--- src/rtl/fcvt_pkg.sv ---
// Shared types and conversion code values for the scaled float-to-integer unit.
// Assumes a 4-bit conversion code; the values are fixed by the instruction
// encoding that the unit serves.
package fcvt_pkg;

    typedef enum logic [1:0] {
        RM_NEAR_EVEN = 2'd0,
        RM_ZERO      = 2'd1,
        RM_DOWN      = 2'd2,
        RM_UP        = 2'd3
    } rnd_mode_e;

    typedef struct packed {
        logic      conv;
        logic      to_unsigned;
        rnd_mode_e mode;
    } op_ctrl_t;

    typedef struct packed {
        logic sign;
        logic is_nan;
        logic is_inf;
        logic is_zero;
    } fp_class_t;

    localparam logic [3:0] OPC_NEAREST = 4'd8;
    localparam logic [3:0] OPC_TRUNC   = 4'd9;
    localparam logic [3:0] OPC_FLOOR   = 4'd10;
    localparam logic [3:0] OPC_CEIL    = 4'd11;
    localparam logic [3:0] OPC_UTRUNC  = 4'd14;

endpackage

--- src/rtl/fcvt_op_decode.sv ---
// Conversion code decoder.
// Maps the 4-bit code onto a rounding direction and a signed/unsigned choice.
// Assumes codes outside the five conversions must yield a quiet zero result.
module fcvt_op_decode
    import fcvt_pkg::*;
(
    input  logic [3:0] op_code,
    output op_ctrl_t   ctrl
);

    // Translate the code into control fields; unknown codes disable conversion.
    always_comb begin
        ctrl.conv        = 1'b1;
        ctrl.to_unsigned = 1'b0;
        ctrl.mode        = RM_ZERO;
        case (op_code)
            OPC_NEAREST: ctrl.mode = RM_NEAR_EVEN;
            OPC_TRUNC:   ctrl.mode = RM_ZERO;
            OPC_FLOOR:   ctrl.mode = RM_DOWN;
            OPC_CEIL:    ctrl.mode = RM_UP;
            OPC_UTRUNC: begin
                ctrl.mode        = RM_ZERO;
                ctrl.to_unsigned = 1'b1;
            end
            default:     ctrl.conv = 1'b0;
        endcase
    end

endmodule

--- src/rtl/fcvt_unpack.sv ---
// Operand unpacker.
// Splits a binary floating-point word into class flags and a significand.
// Also computes the binary point position after the power-of-two pre-scale.
// Assumes subnormals carry an effective exponent of one and no hidden bit.
module fcvt_unpack
    import fcvt_pkg::*;
#(
    parameter int EXP_W   = 8,
    parameter int MAN_W   = 23,
    parameter int SCALE_W = 4,
    parameter int SHIFT_W = EXP_W + 3
) (
    input  logic [EXP_W+MAN_W:0]     fp_in,
    input  logic [SCALE_W-1:0]       scale,
    output fp_class_t                cls,
    output logic [MAN_W:0]           sig,
    output logic signed [SHIFT_W-1:0] shift
);

    localparam int BIAS = (1 << (EXP_W - 1)) - 1;

    logic [EXP_W-1:0] exp_f;
    logic [MAN_W-1:0] man_f;
    logic [EXP_W-1:0] exp_eff;
    logic             exp_zero;
    logic             exp_ones;

    // Separate the fields and flag the reserved exponent values.
    always_comb begin
        exp_f    = fp_in[EXP_W+MAN_W-1:MAN_W];
        man_f    = fp_in[MAN_W-1:0];
        exp_zero = (exp_f == '0);
        exp_ones = (exp_f == '1);
        exp_eff  = exp_zero ? EXP_W'(1) : exp_f;
    end

    // Classify the operand.
    always_comb begin
        cls.sign    = fp_in[EXP_W+MAN_W];
        cls.is_nan  = exp_ones && (man_f != '0);
        cls.is_inf  = exp_ones && (man_f == '0);
        cls.is_zero = exp_zero && (man_f == '0);
    end

    // Significand with hidden bit, and the left-shift that places its LSB.
    always_comb begin
        sig   = {~exp_zero, man_f};
        shift = SHIFT_W'(int'(exp_eff) - BIAS - MAN_W + int'(scale));
    end

endmodule

--- src/rtl/fcvt_magnitude.sv ---
// Magnitude builder.
// Aligns the significand to the binary point and rounds the magnitude in the
// selected direction. Out-of-window left shifts are flagged as huge.
// Assumes the sign is applied later; rounding directions that depend on the
// sign receive it here.
module fcvt_magnitude
    import fcvt_pkg::*;
#(
    parameter int SIG_W   = 24,
    parameter int INT_W   = 32,
    parameter int SHIFT_W = 11
) (
    input  logic [SIG_W-1:0]          sig,
    input  logic signed [SHIFT_W-1:0] shift,
    input  rnd_mode_e                 mode,
    input  logic                      sign,
    output logic [2*INT_W-1:0]        mag,
    output logic                      huge
);

    localparam int WIDE_W  = 2 * INT_W;
    localparam int LSH_MAX = WIDE_W - SIG_W;
    localparam int RWIN    = SIG_W + 2;
    localparam int RW      = SIG_W + RWIN;

    int               sh_i;
    logic [RW-1:0]    wide;
    logic [SIG_W-1:0] int_part;
    logic             rnd_bit;
    logic             sticky;
    logic             inc;

    // Right-shift path: integer part, round bit and sticky bit.
    always_comb begin
        sh_i     = int'(shift);
        wide     = '0;
        int_part = '0;
        rnd_bit  = 1'b0;
        sticky   = 1'b0;
        if (sh_i < 0) begin
            if (-sh_i >= RWIN) begin
                sticky = |sig;
            end else begin
                wide     = {sig, {RWIN{1'b0}}} >> (-sh_i);
                int_part = wide[RW-1:RWIN];
                rnd_bit  = wide[RWIN-1];
                sticky   = |wide[RWIN-2:0];
            end
        end
    end

    // Rounding increment for the selected direction.
    always_comb begin
        case (mode)
            RM_NEAR_EVEN: inc = rnd_bit & (sticky | int_part[0]);
            RM_DOWN:      inc = sign & (rnd_bit | sticky);
            RM_UP:        inc = ~sign & (rnd_bit | sticky);
            default:      inc = 1'b0;
        endcase
    end

    // Final magnitude: exact left shift, or rounded right-shift result.
    always_comb begin
        huge = 1'b0;
        mag  = '0;
        if (sh_i >= 0) begin
            if (sh_i > LSH_MAX) huge = 1'b1;
            else                mag  = WIDE_W'(sig) << sh_i;
        end else begin
            mag = WIDE_W'(int_part) + WIDE_W'(inc);
        end
    end

endmodule

--- src/rtl/fcvt_saturate.sv ---
// Range check and sign application.
// Chooses signed or unsigned rules, saturates out-of-range values and raises
// the invalid flag. Assumes negative non-NaN operands under the unsigned code
// take the signed rules.
module fcvt_saturate #(
    parameter int INT_W = 32
) (
    input  logic [2*INT_W-1:0] mag,
    input  logic               huge,
    input  logic               sign,
    input  logic               is_nan,
    input  logic               is_inf,
    input  logic               conv,
    input  logic               to_unsigned,
    output logic [INT_W-1:0]   res,
    output logic               inv
);

    localparam int WIDE_W = 2 * INT_W;
    localparam logic [INT_W-1:0] POS_MAX = {1'b0, {(INT_W-1){1'b1}}};
    localparam logic [INT_W-1:0] NEG_MIN = {1'b1, {(INT_W-1){1'b0}}};
    localparam logic [INT_W-1:0] U_MAX   = '1;

    logic signed_rules;
    logic over;

    // Decide which rule set applies and whether the magnitude leaves range.
    always_comb begin
        signed_rules = ~to_unsigned | (sign & ~is_nan);
        if (is_inf || huge)             over = 1'b1;
        else if (!signed_rules)         over = (mag > WIDE_W'(U_MAX));
        else if (sign)                  over = (mag > WIDE_W'(NEG_MIN));
        else                            over = (mag > WIDE_W'(POS_MAX));
    end

    // Produce the integer result and the invalid flag.
    always_comb begin
        res = '0;
        inv = 1'b0;
        if (conv) begin
            if (is_nan) begin
                inv = 1'b1;
                res = signed_rules ? POS_MAX : U_MAX;
            end else if (over) begin
                inv = 1'b1;
                if (!signed_rules) res = U_MAX;
                else if (sign)     res = NEG_MIN;
                else               res = POS_MAX;
            end else if (signed_rules && sign) begin
                res = -mag[INT_W-1:0];
            end else begin
                res = mag[INT_W-1:0];
            end
        end
    end

endmodule

--- src/rtl/fcvt_scaled_top.sv ---
// Scaled float-to-integer converter, top level.
// Combinational unpack, align/round and saturate stages feed one output
// register. Assumes a synchronous active-low reset and a one-cycle latency
// from an accepted operand to its result.
module fcvt_scaled_top
    import fcvt_pkg::*;
#(
    parameter int EXP_W   = 8,
    parameter int MAN_W   = 23,
    parameter int INT_W   = 32,
    parameter int SCALE_W = 4
) (
    input  logic                   clk,
    input  logic                   rst_n,
    input  logic                   in_valid,
    input  logic [3:0]             op_code,
    input  logic [SCALE_W-1:0]     scale,
    input  logic [EXP_W+MAN_W:0]   fp_in,
    output logic                   out_valid,
    output logic [INT_W-1:0]       result,
    output logic                   invalid
);

    localparam int SIG_W   = MAN_W + 1;
    localparam int SHIFT_W = EXP_W + 3;
    localparam int WIDE_W  = 2 * INT_W;
    localparam logic [INT_W-1:0] POS_MAX = {1'b0, {(INT_W-1){1'b1}}};
    localparam logic [INT_W-1:0] NEG_MIN = {1'b1, {(INT_W-1){1'b0}}};
    localparam logic [INT_W-1:0] U_MAX   = '1;

    op_ctrl_t                 dec_ctrl;
    fp_class_t                cls;
    logic [SIG_W-1:0]         sig;
    logic signed [SHIFT_W-1:0] shift;
    logic [WIDE_W-1:0]        mag;
    logic                     huge;
    logic [INT_W-1:0]         res_c;
    logic                     inv_c;

    fcvt_op_decode u_dec (
        .op_code (op_code),
        .ctrl    (dec_ctrl)
    );

    fcvt_unpack #(
        .EXP_W   (EXP_W),
        .MAN_W   (MAN_W),
        .SCALE_W (SCALE_W),
        .SHIFT_W (SHIFT_W)
    ) u_unpack (
        .fp_in (fp_in),
        .scale (scale),
        .cls   (cls),
        .sig   (sig),
        .shift (shift)
    );

    fcvt_magnitude #(
        .SIG_W   (SIG_W),
        .INT_W   (INT_W),
        .SHIFT_W (SHIFT_W)
    ) u_mag (
        .sig   (sig),
        .shift (shift),
        .mode  (dec_ctrl.mode),
        .sign  (cls.sign),
        .mag   (mag),
        .huge  (huge)
    );

    fcvt_saturate #(
        .INT_W (INT_W)
    ) u_sat (
        .mag         (mag),
        .huge        (huge),
        .sign        (cls.sign),
        .is_nan      (cls.is_nan),
        .is_inf      (cls.is_inf),
        .conv        (dec_ctrl.conv),
        .to_unsigned (dec_ctrl.to_unsigned),
        .res         (res_c),
        .inv         (inv_c)
    );

    // Output register: load on an accepted operand, otherwise hold.
    always_ff @(posedge clk) begin
        if (!rst_n) begin
            out_valid <= 1'b0;
            result    <= '0;
            invalid   <= 1'b0;
        end else begin
            out_valid <= in_valid;
            if (in_valid) begin
                result  <= res_c;
                invalid <= inv_c;
            end
        end
    end


    issue_to_result_chk: assert property (@(posedge clk) disable iff (!rst_n)
        in_valid |=> out_valid);


    idle_hold_chk: assert property (@(posedge clk) disable iff (!rst_n)
        !in_valid |=> !out_valid && $stable(result) && $stable(invalid));


    no_conv_quiet_chk: assert property (@(posedge clk) disable iff (!rst_n)
        in_valid && !dec_ctrl.conv |=> result == '0 && !invalid);


    nan_signed_chk: assert property (@(posedge clk) disable iff (!rst_n)
        in_valid && dec_ctrl.conv && !dec_ctrl.to_unsigned && cls.is_nan
        |=> result == POS_MAX && invalid);


    zero_in_chk: assert property (@(posedge clk) disable iff (!rst_n)
        in_valid && dec_ctrl.conv && cls.is_zero |=> result == '0 && !invalid);


    sat_value_chk: assert property (@(posedge clk) disable iff (!rst_n)
        out_valid && invalid |->
        (result == POS_MAX || result == NEG_MIN || result == U_MAX));

endmodule

--- config.mk ---
export PLATFORM = sky130hd
export DESIGN_NAME = fcvt_scaled_top
export DESIGN_NICKNAME = d
export VERILOG_FILES = /design/src/rtl/fcvt_pkg.sv /design/src/rtl/fcvt_op_decode.sv /design/src/rtl/fcvt_unpack.sv /design/src/rtl/fcvt_magnitude.sv /design/src/rtl/fcvt_saturate.sv /design/src/rtl/fcvt_scaled_top.sv
export SDC_FILE = /design/constraint.sdc
export NUM_CORES = 1
export LEC_CHECK = 0
export ABC_AREA = 0
export ABC_CLOCK_PERIOD_IN_PS = 13800
export BUFFER_PORTS_ARGS = -buffer_cell sky130_fd_sc_hd__clkbuf_2
export CAP_MARGIN = 15
export CELL_PAD_IN_SITES_DETAIL_PLACEMENT = 1
export CELL_PAD_IN_SITES_GLOBAL_PLACEMENT = 2
export CORE_ASPECT_RATIO = 1.4
export CORE_MARGIN = 5
export CORE_UTILIZATION = 36
export CTS_CLUSTER_DIAMETER = 50
export DETAILED_ROUTE_END_ITERATION = 8
export PLACE_DENSITY_LB_ADDON = 0.1
export SLEW_MARGIN = 20
export SYNTH_ARGS = -nofsm -noshare
export SYNTH_HDL_FRONTEND = slang
export SYNTH_SLANG_ARGS = --single-unit
--- constraint.sdc ---
create_clock -name clk -period 13.8 [get_ports clk]
set_clock_uncertainty 0.2 [all_clocks]
set_input_delay 1.38 -clock clk [delete_from_list [all_inputs] [get_ports clk]]
set_output_delay 1.38 -clock clk [all_outputs]
set_load 0.02 [all_outputs]
==> results.json, run 1 <==
{
  "max_freq_mhz": 78.6,
  "start_util_pct": 36.2,
  "final_cell_mix": "nand2_1, nor2_1, a21oi_1",
  "wire_per_inst_um": 25.9,
  "r2r-end": "result[25]",
  "design_area_um2": 9910,
  "via_per_inst": 6.40,
  "critical-path-slowest-cell": "or4_1",
  "fin_crit_ns": 12.72,
  "path_delay_family": "simple AND/OR/NAND/NOR gates",
  "synth.net_count": 1386,
  "fin_tns_setup_ns": 0,
  "drtIter0Drc": 674,
  "postSynthCellCount": 1318,
  "max_stage_delay_ns": 0.62,
  "placed_area_um2": 9750,
  "slew_viol_final": 0,
  "relSlewSlack_pct": 17.4,
  "h-tree-depth": 2,
  "hold_viol_final": 0,
  "switching_share_pct": 60.2,
  "hp-class": "reg -> reg",
  "core_region_area_um2": 25200,
  "fin_nets": 1399,
  "netlist_area_um2": 9140,
  "place_congestion": 1.01,
  "ir_worst_vdd_v": 0.000140,
  "seq_power_share_pct": 8.3,
  "detail-route-antenna-nets": 0,
  "layout_commonest_cell": "nand2_1",
  "worst_pin_slew_ns": 1.22,
  "antenna_found_initial": 0,
  "comb_power_share_pct": 82.4,
  "drv_cap": 0,
  "clk_pin_slew_worst_paths_ns": 0.06,
  "power.net_switching_mw": 0.746,
  "syn_to_final_growth_pct": 8.44,
  "drt_pass1_iterations": 5,
  "root_buffer": "clkbuf_16",
  "cp.depth": 48,
  "drive_above_1_share_pct": 17.6,
  "path_class": "in -> reg",
  "total_power_mw": 1.24,
  "timing.reg2reg.setup_slack_ns": 12.76,
  "dp_hpwl_um": 35300,
  "setup_viol": 0,
  "post_cts_buffers": 0,
  "grt_pass1_vias": 10516,
  "p_int_mw": 0.493,
  "instances_no_fill": 1651,
  "routed_wirelength_um": 42800,
  "synth_edf_count": 0,
  "vias": 10570,
  "path_max_fanout": 22,
  "cp_common_cell": "o21ai_0",
  "grt_pass1_wl_um": 64700,
  "period_share_pct": 92.2,
  "numCtsBuffers": 5,
  "clkSinkCount": 34,
  "synthArstFlopShare_pct": 0,
  "worstPathRequired_ns": 13.81,
  "seq_area_frac_synth_pct": 7.45,
  "die_x_um": 145,
  "fp.dieArea_um2": 28700,
  "grtUsageTotal_pct": 29.3,
  "min_path_cells": 2,
  "synth.avg_cell_area_um2": 6.93,
  "min_to": "result[31]",
  "cts_tree": "yes",
  "arrival_ns": 12.73,
  "outcome": "finished, final reports clean",
  "hold_path_startpoint": "result[31]",
  "grt_start_max_net_pins": 62,
  "reg2regPathDepth": 3,
  "rsz0062_at_grt": "false",
  "ys.flop_type": "dfxtp_1",
  "dp_cells": 1643,
  "ys_ff_latch": 34,
  "portBuffers": 76,
  "r2r-start": "result[25]",
  "cp-start-kind": "primary input",
  "leakage_nw": 3.69,
  "ys_warn_count": 0,
  "critPathCaptureType": "flop",
  "insertion_delay_ns": 0.28,
  "grt_remaining_overflow": 0,
  "cts_max_path_buffers": 2,
  "pwr-share-clk_pct": 9.3,
  "num_rows": 69,
  "crit_buf_inv": 6,
  "ioPinCount": 77,
  "synth_cell_type_count": 95,
  "antenna_cells": 0,
  "die_h_um": 198,
  "drc": 0,
  "powerDensity_nw_per_um2": 125
}
## layer usage
| layer | vias up | GRT usage [%] | part of all wire (%) |
|---|---|---|---|
| met5 | - | 0 | 0 |
| met4 | 0 | 17.3 | 6.9 |
| met3 | 107 | 2.00 | 3.9 |
| met2 | 355 | 51.3 | 50 |
| met1 | 5156 | 34.6 | 40 |
| li1 | 4952 | - | - |
## cell families (layout without fill, tap and decap cells)
group / after synthesis / count (layout) / share of synthesized area (%)
AO/OA/AOI/OAI: 350 / 350 / 26.0
XOR/XNOR: 56 / 56 / 5.97
adder cells (fa/ha/maj): 25 / 25 / 3.51
buffers and inverters: 134 / 148 / 6.12
flip-flops: 34 / 34 / 7.45
multiplexers: 109 / 109 / 16.7
AND/OR/NAND/NOR: 610 / 610 / 34.2
## registers in the layout (all words and copies together) (netlist names)
| register | flops |
|---|---|
| out_valid | 1 |
| invalid | 1 |
| result | 32 |
## synthesized netlist by cell type, types with 11 or more instances
cell type	count	share of area, %
o21a_1	12	0.99
nand2b_1	52	3.6
xor2_1	26	2.5
mux2_2	29	3.6
ha_1	24	3.3
xnor2_1	26	2.5
clkbuf_1	63	2.6
nor2b_1	13	0.89
o21ai_1	13	0.71
nor4_1	23	1.6
mux4_2	32	7.9
or2_2	11	0.75
nand3_1	53	2.9
mux2i_1	48	5.3
o21ai_0	64	3.5
nor2_1	114	4.7
and2_1	16	1.1
a21oi_1	84	4.6
a31oi_1	44	3.0
a211oi_1	16	1.3
and3_1	13	0.89
o31ai_1	13	1.1
buf_2	18	0.99
inv_1	30	1.2
nand4_1	27	1.8
dfxtp_1	34	7.5
nand2_1	181	7.4
nor3_1	43	2.4
buf_1	12	0.49
## area by class of cell
class                      count  area, µm²
clock buffer                   6        139
inverter                      32        120
fill                        3339      15300
clock inverter                 2       12.5
sequential                    34        681
multi-input combinational   1150       7930
tap                          319        399
timing repair buffer         108        621
## power groups by stage
stage | registers [mW] | logic (mW) | clock network [mW]
after CTS | 0.102 | 1.00 | 0.119
final | 0.102 | 1.02 | 0.115
after global routing | 0.103 | 1.08 | 0.122
after global placement | 0.104 | 0.997 | 0
after floorplan | 0.108 | 0.679 | 0
after detailed placement | 0.105 | 0.999 | 0
## worst reg2reg max path: cells and delay by family (launching register included)
kind,cells,cell delay (ns)
flip-flops,1,0.30
AO/OA/AOI/OAI,2,0.30
AND/OR/NAND/NOR,1,0.12
## worst max-delay path by stage
| stage | from | endpoint | slack (ns) |
|---|---|---|---|
| 3_5_place_dp | fp_in[30] | result[20] | 0.72 |
| 3_3_place_gp | fp_in[28] | result[20] | 1.18 |
| 5_1_grt | fp_in[28] | result[20] | 0.01 |
| 6_report | fp_in[30] | result[20] | 1.08 |
| 4_1_cts | fp_in[30] | result[20] | 0.99 |
| 2_1_floorplan | fp_in[28] | result[1] | 2.13 |
## per-stage QoR
stage / hold WS, ns / worst slack [ns] / utilization (%)
6_report: 0.283 / 1.08 / 39.3
3_3_place_gp: 0.261 / 1.18 / 38.7
2_1_floorplan: 0.358 / 2.13 / -
4_1_cts: 0.285 / 0.993 / 39.3
3_5_place_dp: 0.271 / 0.724 / 38.7
5_1_grt: 0.307 / 0.0130 / 39.3
## repair_timing
item | CTS | global route
gates resized for setup | 0 | 1
setup endpoints to repair | 0 | 11
hold buffers | 0 | 0
No activity file was read; power rests on OpenSTA's default activity.
==> run 2, diff against run 1 <==
- CORE_MARGIN: 5 -> 8
==> run 2 against run 1 <==
Against the previous run: flip-flop and latch count is the same; register-to-register slack about the same; sequential share of layout area about the same; critical endpoint unchanged.
==> results.json, run 2 (synthesized netlist as in run 1, its figures left out) <==
{
  "reg_top3": "result: 32 flops, invalid: 1 flops, out_valid: 1 flops",
  "path_max_fanout": 22,
  "drive_above_1_share_pct": 17.4,
  "post_cts_buffers": 0,
  "grtUsageTotal_pct": 27.6,
  "setup_viol": 0,
  "largest_register_ffs": 32,
  "dr_wl_met3_um": 1660,
  "path_delay_family": "simple AND/OR/NAND/NOR gates",
  "ioPinCount": 77,
  "numCtsBuffers": 5,
  "total_power_mw": 1.24,
  "slew_viol_final": 0,
  "start_util_pct": 36.2,
  "fin_tns_setup_ns": 0,
  "fin_crit_ns": 12.70,
  "min_path_cells": 2,
  "num_rows": 69,
  "grt_remaining_overflow": 0,
  "routed_wirelength_um": 42800,
  "period_share_pct": 92.0,
  "min_to": "result[24]",
  "cts.hold.buffers_added": 0,
  "n_fill_cell": 3242,
  "reg2regPathDepth": 3,
  "r2r-end": "result[8]",
  "highest-signal-layer": "met5",
  "fp.dieArea_um2": 30800,
  "detail-route-antenna-nets": 0,
  "drt_pass1_iterations": 6,
  "clk_pin_slew_worst_paths_ns": 0.05,
  "max_freq_mhz": 78.7,
  "hp-class": "reg -> reg",
  "seqCellArea_um2": 681,
  "root_buffer": "clkbuf_16",
  "critical-path-slowest-cell": "a2111oi_0",
  "multi_input_area_um2": 7930,
  "design_area_um2": 9900,
  "drtIter0Drc": 586,
  "relSlewSlack_pct": 28.0,
  "wire_per_inst_um": 26.0,
  "die_h_um": 204,
  "via_per_inst": 6.36,
  "cts_tree": "yes",
  "insertion_delay_ns": 0.28,
  "drv_cap": 0,
  "arrival_ns": 12.71,
  "critPathCaptureType": "flop",
  "leakage_nw": 3.69,
  "ir_worst_vdd_v": 0.0000996,
  "final_util_pct": 39.3,
  "hold_path_startpoint": "result[24]",
  "rsz0062_at_grt": "false",
  "worstPathRequired_ns": 13.81,
  "wl_met1_um": 16900,
  "portBuffers": 76,
  "die_x_um": 151,
  "cts_resized": 0,
  "place_congestion": 1.00,
  "path_class": "in -> reg",
  "outcome": "finished, final reports clean",
  "timing.reg2reg.setup_slack_ns": 12.76,
  "antenna_found_initial": 1,
  "drc": 0,
  "cp-start-kind": "primary input",
  "max_stage_delay_ns": 0.88,
  "top_register": "result",
  "startpoint": "fp_in[28]",
  "worst_pin_slew_ns": 1.07,
  "hold_viol_final": 0,
  "cts_max_path_buffers": 2,
  "grt_pass1_vias": 10710,
  "layout_commonest_cell": "nand2_1",
  "vias": 10482,
  "clkSinkCount": 34,
  "h-tree-depth": 2,
  "antenna_cells": 0,
  "final_cell_mix": "nand2_1, nor2_1, a21oi_1",
  "placed_area_um2": 9730,
  "r2r-start": "result[8]",
  "grt_start_max_net_pins": 52,
  "core_region_area_um2": 25200,
  "crit_buf_inv": 4,
  "dp_hpwl_um": 35300,
  "fin_nets": 1397,
  "wl_met2_um": 20800,
  "grt_pass1_wl_um": 65600,
  "powerDensity_nw_per_um2": 125,
  "syn_to_final_growth_pct": 8.37
}
-- run 2: how the worst max path moves through the flow --
stage                       to  slack (ns)  cells after the start
finish              result[20]        1.10                     44
global route        result[25]        0.05                     46
CTS                 result[20]        1.22                     44
detailed placement  result[20]        0.95                     46
global placement    result[20]        1.21                     43
floorplan            result[1]        2.13                     48
-- run 2: worst register-to-register path: cells and delay by family (launching register included) --
kind | cells | cell delay (ns)
simple gates | 1 | 0.13
flops | 1 | 0.34
compound gates | 2 | 0.29
-- run 2: area by class of cell --
type | instances | area share [%]
multi-input cells | 1150 | 80.1
flip-flops and latches | 34 | 6.88
repair buffers | 106 | 6.12
well taps | 319 | 4.03
clock buffers | 8 | 1.68
inverters | 32 | 1.21
-- run 2: power breakdown --
group,internal [mW],switching (mW)
logic,0.320,0.691
registers,0.101,0.00134
clock network,0.0816,0.0419
total,0.502,0.735
-- run 2: stage by stage --
step / hold WS (ns) / worst slack [ns] / cells
after floorplan: 0.358 / 2.13 / 1318
after global placement: 0.262 / 1.21 / 1641
after detailed placement: 0.269 / 0.955 / 1641
after CTS: 0.281 / 1.22 / 1649
after global routing: 0.317 / 0.0462 / 1649
final: 0.280 / 1.10 / 1649
-- run 2: metal layers --
layer | vias up | track usage (%)
met4 | 2 | 20.2
met2 | 332 | 47.9
met3 | 122 | 2.28
met5 | - | 0
li1 | 4938 | -
met1 | 5088 | 31.1
==> run 3, diff against run 2 <==
- ABC_AREA: 0 -> 1
- CORE_UTILIZATION: 36 -> 31
==> run 3 against run 2 <==
Against the previous run: fmax increased by 3.6%; critical path depth increased by 18; register-to-register slack improved by 0.18 ns; sequential share of layout area decreased by 0.19 points; global-route usage decreased by 4.0 points.
==> results.json, run 3 <==
{
  "outcome": "finished, final reports clean",
  "cp-start-kind": "primary input",
  "grt_pass1_vias": 12289,
  "grt_pass1_wl_um": 68400,
  "fin_crit_ns": 12.26,
  "leakage_nw": 5.16,
  "grt_start_max_net_pins": 70,
  "num_rows": 75,
  "clk_pin_slew_worst_paths_ns": 0.06,
  "timing.reg2reg.setup_slack_ns": 12.94,
  "drv_cap": 0,
  "rsz0062_at_grt": "false",
  "final_cell_mix": "nand2_1, nand3_1, inv_1",
  "h-tree-depth": 2,
  "ir_worst_vdd_v": 0.0000606,
  "relSlewSlack_pct": 32.7,
  "yosysTopAreaCell": "nand2_1",
  "synth_top_family_by_area": "simple AND/OR/NAND/NOR gates",
  "cts_tree": "yes",
  "die_x_um": 163,
  "cp_common_cell": "nand2_1",
  "cts_max_path_buffers": 2,
  "wire_per_inst_um": 19.3,
  "arrival_ns": 12.27,
  "power.net_switching_mw": 0.642,
  "largest_register_ffs": 32,
  "insertion_delay_ns": 0.28,
  "core_region_area_um2": 29900,
  "die_h_um": 222,
  "grt_remaining_overflow": 0,
  "r2r-end": "result[16]",
  "powerDensity_nw_per_um2": 101,
  "numCtsBuffers": 5,
  "dp_hpwl_um": 36700,
  "crit_buf_inv": 8,
  "startpoint": "fp_in[28]",
  "fin_nets": 1957,
  "fp.dieArea_um2": 36300,
  "setup_viol": 0,
  "setup_slack_ns": 1.54,
  "p_int_mw": 0.386,
  "synthTopCellsByCount": "nand2_1, nand3_1, inv_1, nor2_1, o21ai_0",
  "start_util_pct": 31.4,
  "synthArstFlopShare_pct": 0,
  "netlist_area_um2": 9410,
  "antenna_found_initial": 0,
  "ys_ff_latch": 34,
  "seq_area_frac_synth_pct": 7.23,
  "antenna_cells": 0,
  "root_buffer": "clkbuf_16",
  "drive_above_1_share_pct": 11.2,
  "place_ws_ns": 1.30,
  "drt_pass1_iterations": 5,
  "synth_area_leaders": "nand2_1, nand3_1, dfxtp_1",
  "path_delay_family": "simple AND/OR/NAND/NOR gates",
  "fin_tns_setup_ns": 0,
  "fin_hold_ws_ns": 0.260,
  "ys_warn_count": 0,
  "layout_commonest_cell": "nand2_1",
  "place_congestion": 0.908,
  "synth.net_count": 1945,
  "synthAdderAreaFrac_pct": 3.40,
  "drc": 0,
  "grtUsageTotal_pct": 23.7,
  "worstPathRequired_ns": 13.81,
  "critical-path-slowest-cell": "fa_1",
  "detail-route-antenna-nets": 0,
  "synth_edf_count": 0,
  "cp.depth": 62,
  "path_class": "in -> reg",
  "design_area_um2": 10200,
  "via_per_inst": 5.40,
  "postSynthCellCount": 1877,
  "synth_top_area_share_pct": 30.7,
  "reg2regPathDepth": 2,
  "r2r-start": "result[16]",
  "cts_resized": 0,
  "max_stage_delay_ns": 1.12,
  "synth_most_common_cell": "nand2_1",
  "endpoint": "result[6]",
  "post_cts_buffers": 0,
  "hp-class": "reg -> reg",
  "switching_share_pct": 62.5,
  "ioPinCount": 77,
  "top_register": "result",
  "synth.mux.area_fraction_pct": 1.60,
  "synth_cell_type_count": 58,
  "period_share_pct": 88.9,
  "dp_cells": 2267,
  "yosys.area_share.simple_pct": 63.3,
  "critPathCaptureType": "flop",
  "vias": 12277,
  "seq_power_share_pct": 10.1,
  "instances_no_fill": 2274,
  "hold_path_startpoint": "invalid",
  "total_power_mw": 1.03,
  "cts.hold.buffers_added": 0,
  "reg_top3": "result: 32 flops, invalid: 1 flops, out_valid: 1 flops",
  "slew_viol_final": 0,
  "synth-compound-area-share_pct": 12.7,
  "max_freq_mhz": 81.5,
  "final_util_pct": 34.0,
  "pwr-share-clk_pct": 10.5,
  "worst_pin_slew_ns": 1.01,
  "synth.avg_cell_area_um2": 5.01,
  "hold_viol_final": 0,
  "portBuffers": 76,
  "clkSinkCount": 34,
  "ys.flop_type": "dfxtp_1",
  "path_max_fanout": 44,
  "routed_wirelength_um": 43800,
  "drtIter0Drc": 615,
  "placed_area_um2": 10000,
  "syn_to_final_growth_pct": 8.14,
  "synth_xor_area_share_pct": 0.559,
  "comb_power_share_pct": 79.4
}
[run 3: cell types whose count changed after synthesis, sizes merged, moves of 25 or more]
cell / before / now
mux2: 29 / 0
nand2b: 52 / 0
nand2: 181 / 785
o21ai: 77 / 122
nor2: 114 / 155
mux4: 32 / 0
a31oi: 45 / 2
a21oi: 86 / 56
inv: 31 / 147
nand4: 29 / 60
nand3: 57 / 250
xnor2: 27 / 2
mux2i: 48 / 15
[run 3: worst min-delay path by stage]
stage,to,cells after the start,slack [ns]
2_1_floorplan,invalid,2,0.34
3_3_place_gp,invalid,2,0.25
3_5_place_dp,result[28],2,0.26
4_1_cts,invalid,2,0.27
5_1_grt,result[5],2,0.28
6_report,invalid,2,0.26
[run 3: tightest hold or removal path, delay by kind of cell (launching register included)]
family             cells  cell delay, ns
DFF                    1            0.30
and+or+nand+nor        1            0.06
AOI/OAI and AO/OA      1            0.05
[run 3: metal layers]
layer	vias up	global-route usage, %	routed length (µm)
li1	6159	-	-
met1	5803	26.3	17700
met2	228	43.3	22200
met3	87	1.67	1300
met4	0	13.4	2610
met5	-	0	0
[run 3: cell type report]
cell class,instances,area [µm²]
clock buffer,6,129
clock inverter,1,7.51
fill,4345,19800
inverter,156,586
multi-input combinational,1589,7690
sequential,34,681
tap,385,482
timing repair buffer,103,596
[run 3: cells by family (layout without fill, tap and decap cells)]
family,Yosys count,after routing
AOI/OAI and AO/OA,212,212
xor gates and xnor gates,6,6
adders and majority gates,25,25
buffers and inverters,254,266
DFF,34,34
muxes,15,15
and+or+nand+nor,1331,1331
[run 3: power by group through the flow]
stage,clock (mW),sequential (mW),combinational [mW]
after floorplan,0,0.110,0.570
after global placement,0,0.106,0.805
after detailed placement,0,0.106,0.813
after CTS,0.112,0.104,0.815
after global routing,0.114,0.104,0.904
final,0.108,0.104,0.816
